## src/rtl/rst_seq_pkg.sv

```systemverilog
package rst_seq_pkg;
  typedef enum logic [2:0] {
    ST_IDLE  = 3'd0,
    ST_PWRUP = 3'd1,
    ST_OSC   = 3'd2,
    ST_PLL   = 3'd3,
    ST_DONE  = 3'd4,
    ST_BROWN = 3'd5
  } seq_state_e;

  localparam logic [1:0] MODE_RC = 2'b11;
endpackage

```

## src/rtl/rst_seq_sync.sv

```systemverilog
module rst_seq_sync #(
  parameter int STAGES = 2
) (
  input  logic clk,
  input  logic arst_n,
  input  logic d_in,
  output logic q_out
);
  logic [STAGES-1:0] sh_q;

  always_ff @(posedge clk or negedge arst_n) begin
    if (!arst_n) sh_q <= '0;
    else         sh_q <= {sh_q[STAGES-2:0], d_in};
  end

  assign q_out = sh_q[STAGES-1];
endmodule

```

## src/rtl/rst_seq_timer.sv

```systemverilog
module rst_seq_timer #(
  parameter int CNT_W = 11
) (
  input  logic             clk,
  input  logic             arst_n,
  input  logic             clr,
  input  logic             inc,
  input  logic [CNT_W-1:0] limit,
  output logic             last
);
  logic [CNT_W-1:0] cnt_q, cnt_d;
  logic             cnt_en;

  assign cnt_en = clr | inc;

  always_comb begin
    if (clr) cnt_d = '0;
    else     cnt_d = cnt_q + 1'b1;
  end

  always_ff @(posedge clk or negedge arst_n) begin
    if (!arst_n)     cnt_q <= '0;
    else if (cnt_en) cnt_q <= cnt_d;
  end

  assign last = inc & (cnt_q == limit - 1'b1);
endmodule

```

## src/rtl/rst_seq_fsm.sv

```systemverilog
module rst_seq_fsm
  import rst_seq_pkg::*;
#(
  parameter int CNT_W      = 11,
  parameter int PWRT_TICKS = 72,
  parameter int OSC_CYCLES = 1024,
  parameter int PLL_TICKS  = 2
) (
  input  logic             clk,
  input  logic             arst_n,
  input  logic             por_active,
  input  logic             bor_flag,
  input  logic             wake_evt,
  input  logic [1:0]       osc_mode,
  input  logic             cfg_pwrt_en,
  input  logic             cfg_bor_en,
  input  logic             cfg_pll_en,
  input  logic             slow_tick,
  input  logic             t_last,
  output logic             t_clr,
  output logic             t_inc,
  output logic [CNT_W-1:0] t_limit,
  output seq_state_e       state
);
  seq_state_e state_q, state_d;
  logic       osc_ok_q, osc_ok_d;
  logic       crystal;
  seq_state_e after_pwrup, after_start;

  assign crystal     = (osc_mode != MODE_RC);
  assign after_pwrup = (osc_ok_q && crystal) ? ST_OSC :
                       (cfg_pll_en ? ST_PLL : ST_DONE);
  assign after_start = cfg_pwrt_en ? ST_PWRUP : after_pwrup;

  always_comb begin
    state_d  = state_q;
    osc_ok_d = osc_ok_q;
    if (por_active) begin
      state_d  = ST_IDLE;
      osc_ok_d = 1'b1;
    end else if (cfg_bor_en && bor_flag) begin
      state_d  = ST_BROWN;
      osc_ok_d = 1'b0;
    end else begin
      unique case (state_q)
        ST_IDLE, ST_BROWN: state_d = after_start;
        ST_PWRUP: if (t_last) state_d = after_pwrup;
        ST_OSC:   if (t_last) state_d = cfg_pll_en ? ST_PLL : ST_DONE;
        ST_PLL:   if (t_last) state_d = ST_DONE;
        ST_DONE: begin
          if (wake_evt) begin
            if (crystal) begin
              state_d  = ST_OSC;
              osc_ok_d = 1'b1;
            end else if (cfg_pll_en) begin
              state_d = ST_PLL;
            end
          end
        end
        default: state_d = ST_IDLE;
      endcase
    end
  end

  always_comb begin
    t_inc   = 1'b0;
    t_limit = CNT_W'(PWRT_TICKS);
    unique case (state_q)
      ST_PWRUP: begin t_inc = slow_tick; t_limit = CNT_W'(PWRT_TICKS); end
      ST_OSC:   begin t_inc = 1'b1;      t_limit = CNT_W'(OSC_CYCLES); end
      ST_PLL:   begin t_inc = slow_tick; t_limit = CNT_W'(PLL_TICKS);  end
      default:  begin t_inc = 1'b0;      t_limit = CNT_W'(PWRT_TICKS); end
    endcase
  end

  assign t_clr = (state_d != state_q);

  always_ff @(posedge clk or negedge arst_n) begin
    if (!arst_n) begin
      state_q  <= ST_IDLE;
      osc_ok_q <= 1'b1;
    end else begin
      state_q  <= state_d;
      osc_ok_q <= osc_ok_d;
    end
  end

  assign state = state_q;
endmodule

```

## src/rtl/rst_seq_top.sv

```systemverilog
module rst_seq_top
  import rst_seq_pkg::*;
#(
  parameter int PWRT_TICKS = 72,
  parameter int OSC_CYCLES = 1024,
  parameter int PLL_TICKS  = 2,
  parameter int SYNC_STAGES = 2
) (
  input  logic       clk,
  input  logic       arst_n,
  input  logic       por_active,
  input  logic       bor_flag,
  input  logic       ext_rst_n,
  input  logic       wake_evt,
  input  logic [1:0] osc_mode,
  input  logic       cfg_pwrt_en,
  input  logic       cfg_bor_en,
  input  logic       cfg_pll_en,
  input  logic       slow_tick,
  output logic       core_rst,
  output logic [2:0] stage
);
  localparam int MAX_A = (PWRT_TICKS > OSC_CYCLES) ? PWRT_TICKS : OSC_CYCLES;
  localparam int MAX_V = (MAX_A > PLL_TICKS) ? MAX_A : PLL_TICKS;
  localparam int CNT_W = $clog2(MAX_V + 1);

  logic             pin_hi;
  logic             t_clr, t_inc, t_last;
  logic [CNT_W-1:0] t_limit;
  seq_state_e       state;

  rst_seq_sync #(.STAGES(SYNC_STAGES)) u_sync (
    .clk(clk), .arst_n(arst_n), .d_in(ext_rst_n), .q_out(pin_hi)
  );

  rst_seq_timer #(.CNT_W(CNT_W)) u_timer (
    .clk(clk), .arst_n(arst_n), .clr(t_clr), .inc(t_inc),
    .limit(t_limit), .last(t_last)
  );

  rst_seq_fsm #(
    .CNT_W(CNT_W), .PWRT_TICKS(PWRT_TICKS),
    .OSC_CYCLES(OSC_CYCLES), .PLL_TICKS(PLL_TICKS)
  ) u_fsm (
    .clk(clk), .arst_n(arst_n), .por_active(por_active),
    .bor_flag(bor_flag), .wake_evt(wake_evt), .osc_mode(osc_mode),
    .cfg_pwrt_en(cfg_pwrt_en), .cfg_bor_en(cfg_bor_en),
    .cfg_pll_en(cfg_pll_en), .slow_tick(slow_tick), .t_last(t_last),
    .t_clr(t_clr), .t_inc(t_inc), .t_limit(t_limit), .state(state)
  );

  assign core_rst = ~pin_hi | (state != ST_DONE);
  assign stage    = state;
endmodule

```

## config.mk

```make
export PLATFORM = sky130hd
export DESIGN_NAME = rst_seq_top
export DESIGN_NICKNAME = d
export VERILOG_FILES = /design/src/rtl/rst_seq_pkg.sv /design/src/rtl/rst_seq_sync.sv /design/src/rtl/rst_seq_timer.sv /design/src/rtl/rst_seq_fsm.sv /design/src/rtl/rst_seq_top.sv
export SDC_FILE = /design/constraint.sdc
export NUM_CORES = 1
export LEC_CHECK = 0
export BUFFER_PORTS_ARGS = -buffer_cell sky130_fd_sc_hd__clkbuf_2
export CAP_MARGIN = 0
export CORE_ASPECT_RATIO = 0.6
export CORE_MARGIN = 1
export CORE_UTILIZATION = 45
export CTS_BUF_LIST = sky130_fd_sc_hd__clkbuf_8
export DETAILED_ROUTE_END_ITERATION = 8
export SETUP_SLACK_MARGIN = 0.1
export SLEW_MARGIN = 10
export SYNTH_ARGS = -nofsm -noshare
export SYNTH_HDL_FRONTEND = slang
export SYNTH_SLANG_ARGS = --single-unit
```

## constraint.sdc

```tcl
create_clock -name clk -period 2.5 [get_ports clk]
set_input_delay 0.25 -clock clk [delete_from_list [all_inputs] [get_ports clk]]
set_output_delay 0.25 -clock clk [all_outputs]
set_load 0.03 [all_outputs]
```

==> results of run 1 <==
cell type report:
class                      instances  area share, %
clock inverter                     1          0.319
multi-input combinational        125           56.5
inverter                           3          0.719
clock buffer                       3           2.64
timing repair buffer              24           9.27
tap                               42           3.35
sequential                        17           27.2
power groups by stage:
| stage | Clock, mW | Combinational [mW] | Sequential [mW] |
|---|---|---|---|
| 3_5_place_dp | 0 | 0.272 | 0.315 |
| 2_1_floorplan | 0 | 0.197 | 0.323 |
| 3_3_place_gp | 0 | 0.270 | 0.314 |
| 6_report | 0.205 | 0.279 | 0.310 |
| 4_1_cts | 0.215 | 0.274 | 0.310 |
| 5_1_grt | 0.229 | 0.311 | 0.312 |
cell families after synthesis:
kind of cell / share of synthesized area, %
simple gates: 34.0
buf+inv: 5.69
flops: 30.8
mux: 1.44
compound gates: 20.2
fa+ha+maj: 0.902
xor+xnor: 6.95
worst paths after layout:
| check | from | to | depth (start not counted) |
|---|---|---|---|
| min reg2reg | u_sync.sh_q[0]$_DFF_PN0_ | u_sync.sh_q[1]$_DFF_PN0_ | 0 |
| max reg2reg | u_timer.cnt_q[9]$_DFFE_PN0P_ | u_timer.cnt_q[0]$_DFFE_PN0P_ | 7 |
| max | u_timer.cnt_q[9]$_DFFE_PN0P_ | u_timer.cnt_q[0]$_DFFE_PN0P_ | 7 |
| min in group asynchronous | arst_n | u_timer.cnt_q[5]$_DFFE_PN0P_ | 2 |
| max in group asynchronous | arst_n | u_fsm.osc_ok_q$_DFFE_PN1P_ | 2 |
| min | ext_rst_n | u_sync.sh_q[0]$_DFF_PN0_ | 1 |
worst reg2reg max path: cells and delay by family (launching register included):
family,cells,cell delay [ns]
buf+inv,1,0.26
flops,1,0.41
compound gates,2,0.62
simple gates,4,0.87
metrics by stage:
step / cell area [sq um] / util [%] / std cells / hold WS [ns]
after floorplan: 1390 / - / 155 / -0.0456
after global placement: 1510 / 52.1 / 210 / 0.198
after detailed placement: 1510 / 52.1 / 210 / 0.210
after CTS: 1560 / 54.1 / 215 / 0.0925
after global routing: 1570 / 54.2 / 215 / 0.0856
final: 1570 / 54.2 / 215 / 0.0987
what timing repair did:
action	CTS	global route
endpoints found under the setup margin	0	1
hold endpoints to repair	16	0
gates resized for setup	0	1
hold buffers	1	0
sequential cells by signal, indices dropped and copies added, names as in the netlist:
name	flops
u_fsm.osc_ok_q	1
u_fsm.state	3
u_sync.sh_q	2
u_timer.cnt_q	11
routing by layer:
layer	global-route usage, %	vias to the layer above
met5	0	-
met4	2.31	0
met3	6.47	2
met2	25.5	49
met1	36.5	600
li1	-	610
synth_stat cells, types with 3 or more instances:
cell type	instances
dfrtp_1	16
nor2_1	14
nand2_1	11
a21oi_1	10
nor3_1	10
nor3_2	10
nand3_1	7
xor2_1	6
xnor2_1	5
o21ai_0	4
buf_2	3
buf_6	3
inv_1	3
nand2b_1	3
o211ai_1	3
==> flow_metrics.py, run 1 <==
metrics = {
    "die": {
        "initial_core_util_pct": 48.0,
        "core-area_sq_um": 2890,
        "rows": 15,
        "dieWidth_microns": 73.7,
        "die_y_microns": 45.0,
        "ios": 16,
        "die_area_sq_um": 3310,
    },
    "sta": {
        "setup_violations": 0,
        "fin_setup_tns_ns": 0,
        "tightest_slew_ns": 0.645,
        "hold_viol_final": 0,
        "finalCriticalPeriod_ns": 2.26,
        "rsz0062_at_grt": "no",
        "max-slew-margin-rel_pct": 56.9,
        "layout_setup_ws_ns": 0.240,
        "slew_violations": 0,
        "post-route-period-util_pct": 90.4,
        "fmax_ghz": 0.443,
        "fin_worst_skew_ns": 0.00233,
    },
    "route": {
        "dr.pass1.iters": 4,
        "first_iter_violations": 211,
        "top_layer": "met4",
        "drc": 0,
        "vias": 1261,
        "viasPerCell": 5.87,
        "drt_wl_total_microns": 3250,
        "wl_per_cell_microns": 15.1,
        "met3_length_microns": 285,
        "ant_nets": 0,
        "wl_met2_microns": 1290,
        "drt-met1-wl_microns": 1670,
    },
    "final_layout": {
        "antennaDiodeCount": 0,
        "multi_input_area_sq_um": 885,
        "nets": 187,
        "drive_gt1_share_pct": 28.3,
        "nFillCells": 289,
        "final_cell_mix": "dfrtp_1, clkbuf_2, nor2_1",
        "final_common_cell": "dfrtp_1",
        "ff_latch_area_sq_um": 427,
        "area_growth_pct": 13.0,
    },
    "power_and_ir_drop": {
        "clockPowerShare_pct": 25.8,
        "total_leakage_power_nw": 0.676,
        "p_comb_share_pct": 35.1,
        "intPower_uw": 509,
        "seq_power_share_pct": 39.1,
        "power_uw": 794,
        "sw_frac_of_total_pct": 35.8,
        "peakVddDrop_uv": 267,
        "power_switching_uw": 284,
        "p_per_area_nw_per_um2": 507,
    },
    "logic_synthesis": {
        "yosysSeqAreaShare_pct": 30.8,
        "synth_top_area_cell": "dfrtp_1",
        "yosys.area.top_type_share_pct": 28.9,
        "synth_nets": 168,
        "syn-cell-area_sq_um": 1390,
        "ys_dominant_reg_cell": "dfrtp_1",
        "ys_ff_latch": 17,
        "netlist_top_cells_area": "dfrtp_1, nor3_2, nor2_1, xor2_1, a21oi_1",
        "synth_edf_count": 0,
        "syn_area_per_cell_sq_um": 8.94,
        "synth_cell_types": 52,
        "ys_warn_count": 0,
        "async_reset_ff_share_pct": 100,
        "synthesis.instances": 155,
    },
    "clock_network": {
        "clockBufferDepth": 2,
        "post_cts_buffers": 0,
        "root_buffer": "clkbuf_8",
        "numCtsBuffers": 3,
        "cts_tree": "yes",
        "clk_latency_ns": 0.25,
        "clkSinkCount": 17,
        "cts.htree.levels": 1,
        "clk_pin_slew_worst_paths_ns": 0.07,
    },
    "critical_path": {
        "crit_type": "reg2reg",
        "worstPathArrival_ns": 2.40,
        "crit_path_cell_trace": "nand2_1 -> or4_4 -> a211oi_4 -> nand2_4 -> a221oi_4 -> buf_4 -> nor3_1",
        "startpoint_type": "flip-flop",
        "crit_required_ns": 2.64,
        "cp-end-kind": "flip-flop",
        "crit_slowest_cell": "or4_4",
        "cp_top_family": "simple AND/OR/NAND/NOR gates",
        "r2r_slack_ns": 0.24,
        "cp_max_fo": 11,
        "slowest_delay_ns": 0.56,
        "path_buf_inv": 1,
    },
    "placement": {
        "place.gp.congestion": 0.988,
        "dp_hpwl_microns": 2440,
        "io_buffer_count": 15,
        "pre_cts_ws_ns": 0.245,
    },
    "global_routing": {
        "grt_max_degree": 20,
        "gr-total-overflow": 0,
        "grt_pass1_wl_microns": 5240,
        "grt_pass1_vias": 1022,
        "grt.total_usage_pct": 21.4,
        "grt_antenna_before_repair": 0,
    },
    "run_status": {
        "status": "completed",
    },
    "hold_path": {
        "hold_path.class": "in2reg",
    },
    "run": {
        "drv_cap": 0,
    },
}
Power figures use the tool's default switching activity.
==> inputs of run 2 (changes only) <==
CORE_UTILIZATION = 40   (was 45)
==> flow_metrics.py, run 2 (synthesis gave the netlist of run 1 again) <==
metrics = {
    "power_and_ir_drop": {
        "peakVddDrop_uv": 188,
        "p_per_area_nw_per_um2": 514,
        "power_uw": 802,
        "total_leakage_power_nw": 0.672,
    },
    "final_layout": {
        "antennaDiodeCount": 0,
        "fin_cells": 217,
        "final_cell_mix": "dfrtp_1, clkbuf_2, nor2_1",
        "drive_gt1_share_pct": 27.3,
        "largest_reg_flops": 11,
        "final_util_pct": 47.6,
        "final_common_cell": "dfrtp_1",
        "area_growth_pct": 12.6,
        "top_register": "u_timer.cnt_q",
        "nets": 186,
    },
    "sta": {
        "post-route-period-util_pct": 92.6,
        "fin_worst_skew_ns": 0.00386,
        "slew_violations": 0,
        "max-slew-margin-rel_pct": 55.4,
        "hold_viol_final": 0,
        "rsz0062_at_grt": "no",
        "fmax_ghz": 0.432,
        "tightest_slew_ns": 0.667,
        "fin_setup_tns_ns": 0,
        "setup_violations": 0,
        "finalCriticalPeriod_ns": 2.32,
    },
    "die": {
        "die_area_sq_um": 3710,
        "dieWidth_microns": 78,
        "initial_core_util_pct": 42.2,
        "rows": 16,
        "core-area_sq_um": 3280,
        "die_y_microns": 47.6,
        "ios": 16,
    },
    "clock_network": {
        "clk_pin_slew_worst_paths_ns": 0.07,
        "cts.htree.levels": 1,
        "clockBufferDepth": 2,
        "numCtsBuffers": 3,
        "clkSinkCount": 17,
        "clk_latency_ns": 0.26,
        "cts_tree": "yes",
        "root_buffer": "clkbuf_8",
        "cts_resized": 0,
    },
    "critical_path": {
        "worst_setup_path_startpoint": "u_timer.cnt_q[8]$_DFFE_PN0P_",
        "crit_required_ns": 2.65,
        "worstReg2RegStart": "u_timer.cnt_q[8]$_DFFE_PN0P_",
        "cp_max_fo": 11,
        "r2r_slack_ns": 0.18,
        "reg2reg_to": "u_timer.cnt_q[0]$_DFFE_PN0P_",
        "crit_type": "reg2reg",
        "startpoint_type": "flip-flop",
        "crit_end": "u_timer.cnt_q[0]$_DFFE_PN0P_",
        "ff2ff_path_depth": 7,
        "worstPathArrival_ns": 2.46,
        "cp-end-kind": "flip-flop",
    },
    "route": {
        "drc": 0,
        "dr.pass1.iters": 4,
        "drt_wl_total_microns": 3270,
        "first_iter_violations": 145,
        "wl_per_cell_microns": 15.1,
        "viasPerCell": 5.70,
        "vias": 1236,
        "ant_nets": 0,
    },
    "run": {
        "drv_cap": 0,
    },
    "run_status": {
        "status": "completed",
    },
    "global_routing": {
        "gr-total-overflow": 0,
        "grt_max_degree": 20,
        "grt_pass1_vias": 1090,
        "grt_pass1_wl_microns": 5330,
        "grt_antenna_before_repair": 0,
        "grt.total_usage_pct": 19.0,
    },
    "placement": {
        "place.gp.congestion": 0.903,
        "io_buffer_count": 15,
        "dp_hpwl_microns": 2460,
        "dp.cells": 211,
    },
    "hold_path": {
        "hold_path.class": "in2reg",
    },
}
==> run 2: cell count changes in the layout (fill, tap and decap cells not counted) <==
| cell | previous run | this run |
|---|---|---|
| buf_4 | 8 | 7 |
| mux2i_1 | 1 | 2 |
| mux2i_2 | 1 | 0 |
| clkinv_2 | 1 | 0 |
| clkinvlp_4 | 0 | 1 |
==> run 2: timing repair <==
action / in CTS / in global routing
hold buffers: 1 / 0
endpoints found under the setup margin: 0 / 1
endpoints found under the hold margin: 16 / 0
buffers inserted: 0 / 1
==> run 2: critical path, stage by stage, from the launching register on <==
cell,delay [ns]
dfrtp_1,0.48
nand2_1,0.12
or4_4,0.55
a211oi_4,0.40
nand2_4,0.09
a221oi_4,0.22
buf_4,0.26
nor3_1,0.07
==> run 2: worst min-delay path by stage <==
stage               depth (start not counted)                  endpoint  startpoint
finish                                      1  u_sync.sh_q[0]$_DFF_PN0_   ext_rst_n
global route                                1  u_sync.sh_q[0]$_DFF_PN0_   ext_rst_n
CTS                                         1  u_sync.sh_q[0]$_DFF_PN0_   ext_rst_n
detailed placement                          1  u_fsm.state[1]$_DFF_PN0_      arst_n
global placement                            1  u_fsm.state[0]$_DFF_PN0_      arst_n
floorplan                                   0  u_fsm.state[0]$_DFF_PN0_      arst_n
==> run 2: final cells by class <==
type	instances	area (sq um)
Fill cell	345	1720
Multi-Input combinational cell	125	881
Sequential cell	17	427
Timing Repair Buffer	23	138
Tap cell	45	56.3
Clock buffer	3	41.3
Inverter	3	11.3
Clock inverter	1	7.51
==> run 2: routing by layer <==
metal  track usage, %  vias to the layer above  share of wire, %
met4             1.11                        0              0.24
met3             4.19                        2               6.5
met5                0                        -                 0
li1                 -                      610                 -
met1             28.6                      588                51
met2             29.4                       36                42
==> run 2: power breakdown <==
group / internal [mW] / switching [mW]
logic: 0.105 / 0.168
registers: 0.292 / 0.0193
clock network: 0.112 / 0.106
total: 0.509 / 0.293
==> run 2: stage by stage <==
step | area [sq um] | setup slack, ns | hold slack [ns]
floorplan | 1390 | 0.216 | -0.0456
finish | 1560 | 0.184 | 0.0931
detailed placement | 1500 | 0.223 | 0.215
CTS | 1550 | 0.211 | 0.0905
global route | 1560 | 0.0987 | 0.0848
global placement | 1500 | 0.292 | 0.210
==> inputs of run 3 (changes only) <==
clock period = 2.85 ns   (was 2.5 ns; I/O delays follow)
==> flow_metrics.py, run 3 (synthesis gave the netlist of run 1 again) <==
metrics = {
    "critical_path": {
        "crit_required_ns": 2.99,
        "crit_slowest_cell": "dfrtp_1",
        "crit_path_cell_trace": "nand2b_1 -> or4_4 -> a211oi_4 -> nand2_4 -> a221oi_4 -> buf_4 -> nor3_1",
        "crit_type": "reg2reg",
        "cp-end-kind": "flip-flop",
        "slowest_delay_ns": 0.53,
        "cp_top_family": "simple AND/OR/NAND/NOR gates",
        "worstReg2RegStart": "u_fsm.state[2]$_DFF_PN0_",
        "cp_max_fo": 13,
        "startpoint_type": "flip-flop",
        "worstPathArrival_ns": 2.55,
        "worst_setup_path_startpoint": "u_fsm.state[2]$_DFF_PN0_",
        "r2r_slack_ns": 0.44,
        "path_buf_inv": 1,
    },
    "clock_network": {
        "cts_resized": 0,
        "clk_latency_ns": 0.26,
        "clk_pin_slew_worst_paths_ns": 0.07,
        "clockBufferDepth": 2,
        "root_buffer": "clkbuf_8",
        "cts_tree": "yes",
        "post_cts_buffers": 0,
        "numCtsBuffers": 3,
        "cts.htree.levels": 1,
        "hold_buffers": 1,
        "clkSinkCount": 17,
    },
    "final_layout": {
        "final_cell_mix": "dfrtp_1, clkbuf_2, nor2_1",
        "top_register": "u_timer.cnt_q",
        "largest_reg_flops": 11,
        "nFillCells": 328,
        "antennaDiodeCount": 0,
        "nets": 184,
        "drive_gt1_share_pct": 26.5,
        "design_area_sq_um": 1550,
        "area_growth_pct": 11.6,
        "final_common_cell": "dfrtp_1",
    },
    "placement": {
        "dp_hpwl_microns": 2510,
        "placedInstanceArea_sq_um": 1490,
        "place.gp.congestion": 0.864,
        "io_buffer_count": 15,
    },
    "global_routing": {
        "grt.total_usage_pct": 19.7,
        "grt_antenna_before_repair": 0,
        "gr-total-overflow": 0,
        "grt_pass1_vias": 1105,
        "grt_pass1_wl_microns": 5490,
        "grt_max_degree": 19,
    },
    "die": {
        "core-area_sq_um": 3280,
        "initial_core_util_pct": 42.2,
        "dieWidth_microns": 78,
        "die_y_microns": 47.6,
        "ios": 16,
        "die_area_sq_um": 3710,
        "rows": 16,
    },
    "sta": {
        "finalCriticalPeriod_ns": 2.41,
        "rsz0062_at_grt": "no",
        "setup_violations": 0,
        "max-slew-margin-rel_pct": 50.7,
        "fmax_ghz": 0.415,
        "tightest_slew_ns": 0.737,
        "holdWs_ns": 0.132,
        "fin_worst_skew_ns": 0.00352,
        "slew_violations": 0,
        "fin_setup_tns_ns": 0,
        "hold_viol_final": 0,
        "post-route-period-util_pct": 84.6,
    },
    "power_and_ir_drop": {
        "total_leakage_power_nw": 0.662,
        "p_per_area_nw_per_um2": 452,
        "peakVddDrop_uv": 185,
    },
    "route": {
        "drc": 0,
        "dr.pass1.iters": 4,
        "viasPerCell": 5.86,
        "wl_per_cell_microns": 15.5,
        "first_iter_violations": 125,
        "vias": 1260,
        "ant_nets": 0,
        "drt_wl_total_microns": 3320,
    },
    "run": {
        "drv_cap": 0,
    },
    "hold_path": {
        "min-delay-start": "ext_rst_n",
        "hold_path.class": "in2reg",
    },
    "run_status": {
        "status": "completed",
    },
}
## run 3: report_power, final
part	switching (mW)	internal [mW]
Sequential	0.0186	0.256
Clock	0.0903	0.0985
Combinational	0.147	0.0888
## run 3: worst paths after layout
| kind | end | depth (start not counted) |
|---|---|---|
| min in group asynchronous | u_fsm.state[1]$_DFF_PN0_ | 2 |
| worst max-delay path | u_timer.cnt_q[0]$_DFFE_PN0P_ | 7 |
| worst min-delay path | u_sync.sh_q[0]$_DFF_PN0_ | 1 |
| worst max register to register | u_timer.cnt_q[0]$_DFFE_PN0P_ | 7 |
| worst min register to register | u_sync.sh_q[1]$_DFF_PN0_ | 0 |
| max in group asynchronous | u_fsm.osc_ok_q$_DFFE_PN1P_ | 2 |
## run 3: layer usage
layer  routed length, microns  global-route usage (%)  vias up
met3                      239                    4.57        2
met5                        0                       0        -
met4                       10                    2.59        0
met2                     1380                    29.7       47
met1                     1690                    29.5      604
li1                         -                       -      607
## run 3: metrics by stage
| step | total power [mW] | setup slack [ns] | std cells | utilization (%) |
|---|---|---|---|---|
| final | 0.699 | 0.440 | 215 | 47.1 |
| after CTS | 0.703 | 0.427 | 215 | 47.1 |
| after detailed placement | 0.511 | 0.453 | 210 | 45.3 |
| after floorplan | 0.456 | 0.566 | 155 | - |
| after global placement | 0.509 | 0.541 | 210 | 45.3 |
| after global routing | 0.745 | 0.296 | 215 | 47.1 |
## run 3: layout make-up
class	count	area (sq um)	share of cell area, %
Clock buffer	3	41.3	2.67
Timing Repair Buffer	21	123	7.93
Inverter	3	11.3	0.728
Tap cell	45	56.3	3.64
Multi-Input combinational cell	125	881	57.0
Clock inverter	1	7.51	0.485
Sequential cell	17	427	27.6
